[src/rtl/dram_seq.sv]
module dram_seq #(
  parameter int RAS_TICKS = 8,
  parameter int CAS_TICK  = 3,
  parameter int PRE_LONG  = 8,
  parameter int PRE_SHORT = 6
) (
  input  logic       clk,
  input  logic       rst_n,
  input  logic       host_req,
  input  logic       rfsh_pend,
  input  logic       page_en,
  input  logic       pre_short,
  input  logic       row_hold_short,
  output logic       grant,
  output logic       ras_n,
  output logic       cas_n,
  output logic       ack,
  output logic [1:0] addr_sel,
  output logic       rfsh_done
);
  localparam int MAXT = (RAS_TICKS > PRE_LONG) ? RAS_TICKS : PRE_LONG;
  localparam int CW   = $clog2(MAXT + 1) + 1;
  localparam logic [1:0] SEL_ROW = 2'd0, SEL_COL = 2'd1, SEL_REF = 2'd2;

  typedef enum logic [2:0] {S_IDLE, S_ACC, S_DONE, S_RSET, S_RREF} st_t;

  st_t           st;
  logic          ph;
  logic [CW-1:0] cnt, pre;

  wire [CW-1:0] nxt    = cnt + 1'b1;
  wire [CW-1:0] need   = pre_short ? CW'(PRE_SHORT - 1) : CW'(PRE_LONG - 1);
  wire [CW-1:0] col_at = row_hold_short ? CW'(1) : CW'(2);
  wire          ready  = ras_n && (pre >= need);
  wire          rel    = !host_req &&
                         ((st == S_DONE) || (st == S_ACC && cnt >= CW'(RAS_TICKS - 1)));

  always_ff @(posedge clk or negedge rst_n) begin
    if (!rst_n) begin
      st <= S_IDLE; ph <= 1'b0; cnt <= '0; pre <= '0;
      ras_n <= 1'b1; cas_n <= 1'b1; grant <= 1'b0; ack <= 1'b0;
      addr_sel <= SEL_ROW; rfsh_done <= 1'b0;
    end else begin
      ph        <= ~ph;
      rfsh_done <= 1'b0;
      if (!ras_n)        pre <= '0;
      else if (pre != '1) pre <= pre + 1'b1;
      case (st)
        S_IDLE: begin
          if (ready && !ph && host_req) begin
            st <= S_ACC; ras_n <= 1'b0; grant <= 1'b1; cnt <= '0;
          end else if (ready && ph && rfsh_pend) begin
            st <= S_RSET; addr_sel <= SEL_REF;
          end
        end
        S_ACC: begin
          if (cnt != CW'(RAS_TICKS)) begin
            cnt <= nxt;
            if (nxt >= col_at)          addr_sel <= SEL_COL;
            if (nxt >= CW'(CAS_TICK))   cas_n <= 1'b0;
            if (nxt == CW'(RAS_TICKS)) begin
              ack <= 1'b1;
              if (!page_en) begin
                ras_n <= 1'b1; st <= S_DONE;
              end
            end
          end
        end
        S_RSET: begin
          ras_n <= 1'b0; cnt <= '0; st <= S_RREF;
        end
        S_RREF: begin
          cnt <= nxt;
          if (nxt == CW'(RAS_TICKS)) begin
            ras_n <= 1'b1; rfsh_done <= 1'b1; addr_sel <= SEL_ROW; st <= S_IDLE;
          end
        end
        default: ;
      endcase
      if (rel) begin
        st <= S_IDLE; ras_n <= 1'b1; cas_n <= 1'b1; grant <= 1'b0; ack <= 1'b0;
        addr_sel <= SEL_ROW;
      end
    end
  end

  p_grant_with_row_r3: assert property (@(posedge clk) disable iff (!rst_n)
    $rose(grant) |-> (!ras_n && addr_sel == SEL_ROW));

  p_cas_delay_r5: assert property (@(posedge clk) disable iff (!rst_n)
    $fell(cas_n) |-> (!$past(ras_n) && !$past(ras_n, 3) && $past(ras_n, 4)));

  p_ack_under_grant_r6: assert property (@(posedge clk) disable iff (!rst_n)
    ack |-> grant);

  p_release_r7: assert property (@(posedge clk) disable iff (!rst_n)
    (ack && !host_req) |=> (!grant && !ack && cas_n && ras_n));

  p_page_hold_r8: assert property (@(posedge clk) disable iff (!rst_n)
    (ack && !ras_n && host_req) |=> !ras_n);

  p_refresh_no_cas_r9: assert property (@(posedge clk) disable iff (!rst_n)
    (addr_sel == SEL_REF) |-> cas_n);

  p_done_pulse_r9: assert property (@(posedge clk) disable iff (!rst_n)
    rfsh_done |=> !rfsh_done);

  // shortest hold-off (6 ticks at default parameters)
  p_min_precharge_r10: assert property (@(posedge clk) disable iff (!rst_n)
    $fell(ras_n) |-> ($past(ras_n, 1) && $past(ras_n, 2) && $past(ras_n, 3) &&
                      $past(ras_n, 4) && $past(ras_n, 5) && $past(ras_n, 6)));
endmodule

[config.mk]
export PLATFORM = sky130hd
export DESIGN_NAME = dram_seq
export DESIGN_NICKNAME = d
export VERILOG_FILES = /design/src/rtl/dram_seq.sv
export SDC_FILE = /design/constraint.sdc
export NUM_CORES = 1
export LEC_CHECK = 0
export BUFFER_PORTS_ARGS = -buffer_cell sky130_fd_sc_hd__buf_2
export CAP_MARGIN = 0
export CELL_PAD_IN_SITES_DETAIL_PLACEMENT = 1
export CELL_PAD_IN_SITES_GLOBAL_PLACEMENT = 1
export CORE_MARGIN = 2
export CORE_UTILIZATION = 35
export DETAILED_ROUTE_END_ITERATION = 6
export PLACE_DENSITY = 0.76
export SLEW_MARGIN = 20
export SYNTH_ARGS = -nofsm -noshare
export SYNTH_HDL_FRONTEND = slang
export SYNTH_SLANG_ARGS = --single-unit
[constraint.sdc]
create_clock -name clk -period 2.3 [get_ports clk]
set_input_delay 0.46 -clock clk [delete_from_list [all_inputs] [get_ports clk]]
set_output_delay 0.46 -clock clk [all_outputs]
set_load 0.03 [all_outputs]
# Word-level counts from Yosys, hierarchy flattened
# Index checks and enable logic that the tools add are counted.
dict set report totals {
  mem_count 0
  latch_bits 0
  ff_bits 21
  out_inout_bits 7
  word_cells 104
  mem_bits_ro 0
  input_bits 7
  mem_bits_rw 0
}
dict set report op_classes {
  div_mod_pow 0
  mul 0
  mux 41
  shifts 0
  eq_ne 19
  n_reduce_logical 27
  add_sub_neg 2
  n_bitwise 1
  magnitude_cmp 4
}
# operator count
set ops {}
lappend ops {{$mux W3} 7}
lappend ops {{$mux W5} 4}
lappend ops {{$pmux W5 S4} 1}
lappend ops {{$mux W1} 18}
lappend ops {{$reduce_and A6 Y1} 3}
lappend ops {{$mux W2} 8}
lappend ops {{$ne A3 B3 Y1 const B} 5}
lappend ops {{$pmux W3 S4} 1}
lappend ops {{$reduce_bool A2 Y1} 6}
lappend ops {{$add A5 B1 Y5 const B} 2}
lappend ops {{$ne A3 B2 Y1 const B} 3}
lappend ops {{$reduce_and A3 Y1} 3}
lappend ops {{$reduce_bool A4 Y1} 2}
lappend ops {{$logic_and A1 B1 Y1} 7}
lappend ops {{$eq A3 B2 Y1 const B} 2}
lappend ops {{$pmux W2 S3} 1}
lappend ops {{$eq A5 B4 Y1 const B} 1}
lappend ops {{$ge A5 B2 Y1} 1}
lappend ops {{$ge A5 B2 Y1 const B} 1}
lappend ops {{$ge A5 B3 Y1} 1}
lappend ops {{$ge A5 B3 Y1 const B} 1}
lappend ops {{$ne A5 B4 Y1 const B} 1}
lappend ops {{$ne A5 B5 Y1 const B} 1}
lappend ops {{$reduce_bool A5 Y1} 1}
lappend ops {{11 further kinds} 13}

# Longest topological paths before layout
dict set report depth {
  ltp_word 9
  ltp_mapped 7
  mapped_depth_nobuf 7
}

# Least setup slack after synthesis
# OpenSTA, ideal clock, no wires.
dict set report synth_timing {
  path_type {register to register}
  startpoint {reg cnt[0]}
  endpoint {reg addr_sel[0]}
  synth_period_minus_slack_ns 1.944
  t_arrival_ns 1.819
  path_stages_with_launch 8
  slack_ns 0.356
  t_required_ns 2.175
  n_path_buf 0
  setup_ns 0.125
  path_cell_list {dfrtp_1 inv_1 ha_1 ha_1 a21oi_1 o2111ai_1 o221ai_1 mux2_2}
}
dict set report synth_via {
  elab_chain_len 6
  elab_cells_between_ends 16
  classes_between {add/sub (1); order compare (2); eq/ne (7); mux (1); reduce/logical (5)}
}
# item line_no
set synth_lines {}
lappend synth_lines {{start, declared} 29} ;# logic [CW-1:0] cnt, pre;
lappend synth_lines {{start signal, assigned} 58} ;# cnt <= nxt;
lappend synth_lines {{start signal, assigned} 73} ;# cnt <= nxt;
lappend synth_lines {{parallel branches: the longest is 6 deep, another holds $add A5 B1 Y5} --}
lappend synth_lines {{end signal, assigned} 42} ;# addr_sel <= SEL_ROW; rfsh_done <= 1'b0;
lappend synth_lines {{end signal, assigned} 53} ;# st <= S_RSET; addr_sel <= SEL_REF;
lappend synth_lines {{end signal, assigned} 59} ;# if (nxt >= col_at) addr_sel <= SEL_COL;
lappend synth_lines {{end, declared} 18} ;# output logic [1:0] addr_sel,
# Several ways; the timed one is not identified.
# A chain may end at the register's enable or synchronous reset.

# Worst setup path after layout
dict set report layout_timing {
  startpoint {reg cnt[1]}
  endpoint {reg st[0]}
}
dict set report layout_via {
  elab_chain_len 6
  elab_cells_between_ends 15
  classes_between {add/sub (1); order compare (1); eq/ne (7); mux (1); reduce/logical (5)}
}
# item line_no
set layout_lines {}
lappend layout_lines {{parallel branches: the longest is 6 deep, another holds $add A5 B1 Y5} --}
lappend layout_lines {{end signal, assigned} 40} ;# st <= S_IDLE; ph <= 1'b0; cnt <= '0; pre <= '0;
lappend layout_lines {{end signal, assigned} 51} ;# st <= S_ACC; ras_n <= 1'b0; grant <= 1'b1; cnt <= '0;
lappend layout_lines {{end signal, assigned} 53}
lappend layout_lines {{end, declared} 27} ;# st_t st;
# Several ways; the timed one is not identified.

==> metrics.md <==
| Metric | Value |
|---|---|
| Simple-gate area share of the yosys netlist | 20.4% |
| Yosys reg bits | 21 |
| Crit path DAT | 2310 ps |
| TritonCTS buffer count | 3 |
| Post-Synthesis Cells | around 160 |
| Syn_nets | roughly 170 |
| Die extent in x | a little under 70 µm |
| Hold/Removal Path Class | input pin to asynchronous set/reset pin |
| Main synth FF type | dfrtp_1 |
| Fraction of registers with async set or reset after synthesis | 100% |
| Fillers | 468 |
| Clk sinks | 21 |
| Post-Layout Cell Count | ~220 |
| Worst vdd ir | 647 µV |
| Root Driver | clkbuf_8 |
| WL final | 3640 µm |
| Avg WL per Cell | 16.6 µm |
| Post-DRT Antenna Nets | 0 |
| First-pass DRT Iterations | 4 |
| Crit path capture type | flop |
| GRT Total Usage | 17.7% |
| Switching Fraction | 46.6% |
| Min Tclk post-route | between 2000 and 2500 ps |
| Post-DP HPWL | 2690 µm |
| Post-Route Setup TNS | 0 ps |
| Synth Area in XOR/XNOR | 2.48% |
| Worst-path maximum fanout | 7 |
| Inserted Diodes | 0 |
| Syn Std Cell Area | ~1400 µm² |
| Synth Area in Compound Gates | 21.3% |
| CP Launch Type | flop |
| Worst Skew | 4.57 ps |
| RSZ-0062 raised after global routing | false |
| Synth Area in Adders | 7.08% |
| Clk network pwr share | approximately an eighth |
| Final setup vio count | 0 |
| Crit share post-route | 93.4% |
| P_int | 1.05 mW |
| GPL Wtd Cong | 0.847 |
| Die ar. | between 4000 and 5000 µm² |
| DRT iter0 DRCs | 33 |
| Worst-path clk slew | 80 ps |
| Remaining Overflow, GRT | 0 |
| MaxCap Viol Count | 0 |
| Yosys warnings | 0 |
| Commonest non-fill, non-tap cell in the layout | dfrtp_1 |
| Hold Violations, Final | 0 |
| Sequential power share | 34.9% |
| Max_slew headroom | between 60% and 70% |
| Internal reg-to-reg setup slack | 150 ps |
| Maximum number of pins on one net before global-route repair | 22 |
| Number of flops mapped to enable cells by yosys | 0 |
| Placed insts | between 200 and 250 |
| Met3 track demand over resource | approximately 2.2% |
| Fmax | 466 MHz |
| Pwr/cell area | between 1000 and 1500 nW/µm² |
| Area Overhead vs Synth | 11.2% |
| Status | finished, final reports clean |
| Final-report max-slew violation count | 0 |
| Antenna violations before repair | 0 |
| Met1 usage | between 20% and 30% |
| Number of cell rows | 23 |
| Vias per inst | between 5 and 6 |
| CTS max path bufs | 2 |
| Busiest grt layer | met2 |
| Syn avg cell area | 9.06 µm² |
| Measured slew at the worst slew-check pin | approximately 480 ps |
| I/O pins | 14 |
| Most frequent cells in the layout | dfrtp_1, nor2_1, buf_2 |
| WS Path Type | flop to flop |
| Vias | 1252 |
| CORE AREA | 3940 µm² |
| CTS tree | built |
| Mux contribution to synthesized area | 6.19% |
| Critical Path RT | 2460 ps |
| Switching Power | 0.914 mW |
| Register area share after synthesis | 37.3% |
| Initial Util | 35.9% |
| Netlist cell types | 45 |
| GRT met2 Usage | roughly 30% |
| Max H-tree Level | 1 |
| First-pass GRT wire length | 5980 µm |
| Worst-Skew Late Latency | between 200 and 300 ps |
| Layout cell share with drive strength beyond 1 | 17.8% |
| Vias in the first global route | 1219 |
| Comb power frac | between 50 and 60% |
| Largest family of logic cells by synthesized area | compound AO/OA/AOI/OAI gates |
| Die height | between 60 and 70 µm |
| PortBufs | 13 |
| Final nets | 185 |
| DRC | 0 |
| Lkg Pwr | around 0.71 nW |
==> logic make-up (layout without fill, tap and decap cells) <==
kind of cell	Yosys count	in the layout
AND/OR/NAND/NOR	56	56
AO/OA/AOI/OAI	43	43
flip-flops	21	21
buffers and inverters	16	29
adder cells (fa/ha/maj)	8	8
multiplexers	8	8
XOR/XNOR	4	4
==> power groups by stage <==
| stage | sequential (mW) | combinational [mW] | clock, mW |
|---|---|---|---|
| CTS | 0.679 | 1.03 | 0.263 |
| global route | 0.707 | 1.13 | 0.272 |
| global placement | 0.665 | 0.981 | 0 |
| floorplan | 0.646 | 0.786 | 0 |
| detailed placement | 0.687 | 1.01 | 0 |
| finish | 0.685 | 1.02 | 0.256 |
==> state kept, by name, summed over array words and instances (netlist names), 2 cells and up <==
name / cells
addr_sel: 2
cnt: 5
pre: 5
st: 3
==> Yosys cell counts (2+ instances only) <==
cell,count,share of area [%]
o2bb2ai_1,3,1.9
mux2_2,2,1.6
and2_1,3,1.3
xor2_1,2,1.2
dfstp_2,2,3.7
o211ai_1,2,1.1
nand2_1,12,3.2
o21ai_0,8,2.8
nor2b_1,3,1.3
xnor2_1,2,1.2
a21oi_1,9,3.2
a22o_1,3,1.9
nand3_1,6,2.1
dfrtp_1,19,34
nor3_1,4,1.4
inv_1,9,2.4
a211oi_1,3,1.6
nor2_1,14,3.7
mux2i_1,5,3.5
a211o_1,2,1.2
ha_1,8,7.1
nand2b_1,3,1.3
buf_2,5,1.8
a31oi_1,3,1.3
nor4_1,4,1.8
==> final timing paths <==
path	to	cells after the start	from
setup / recovery	st[0]	7	cnt[1]
hold / removal	cnt[3]	1	rst_n
setup reg to reg	st[0]	7	cnt[1]
hold reg to reg	ph	1	ph
max in group asynchronous	ras_n	1	rst_n
min in group clk	ph	1	ph
==> worst max-delay path: stages (launching register included) <==
cell      delay [ps]
dfrtp_1          470
ha_1             320
a211oi_1         120
buf_4            160
or4_1            420
o211ai_2         130
o21ai_2          130
mux2_4           310
==> routing by layer <==
metal,wire (µm),vias to the layer above
li1,-,597
met1,1670,628
met2,1810,18
met3,69,9
met4,93,0
met5,0,-
==> per-stage QoR <==
stage          worst slack (ps)  total power, mW  hold slack [ps]  instance area, µm²  util, %
4_1_cts                    89.5             1.97              156                1570     39.8
3_3_place_gp                193             1.65              445                1520     38.7
5_1_grt                    39.9             2.11              177                1570     39.9
6_report                    152             1.96              143                1570     39.9
2_1_floorplan               356             1.43              164                1410        -
3_5_place_dp                111             1.70              454                1520     38.7
==> what timing repair did <==
action,4_1_cts,5_1_grt
buffers inserted,0,0
hold buffers,0,0
resized for setup,0,1
setup endpoints to repair,0,1
==> final cells by class <==
| type | instances | area, µm² | share of cell area (%) |
|---|---|---|---|
| Clock inverter | 1 | 5.00 | 0.318 |
| Timing Repair Buffer | 16 | 87.6 | 5.57 |
| Multi-Input combinational cell | 119 | 812 | 51.7 |
| Sequential cell | 21 | 529 | 33.7 |
| Tap cell | 50 | 62.6 | 3.98 |
| Inverter | 9 | 33.8 | 2.15 |
| Clock buffer | 3 | 41.3 | 2.63 |
Power figures use the tool's default switching activity.
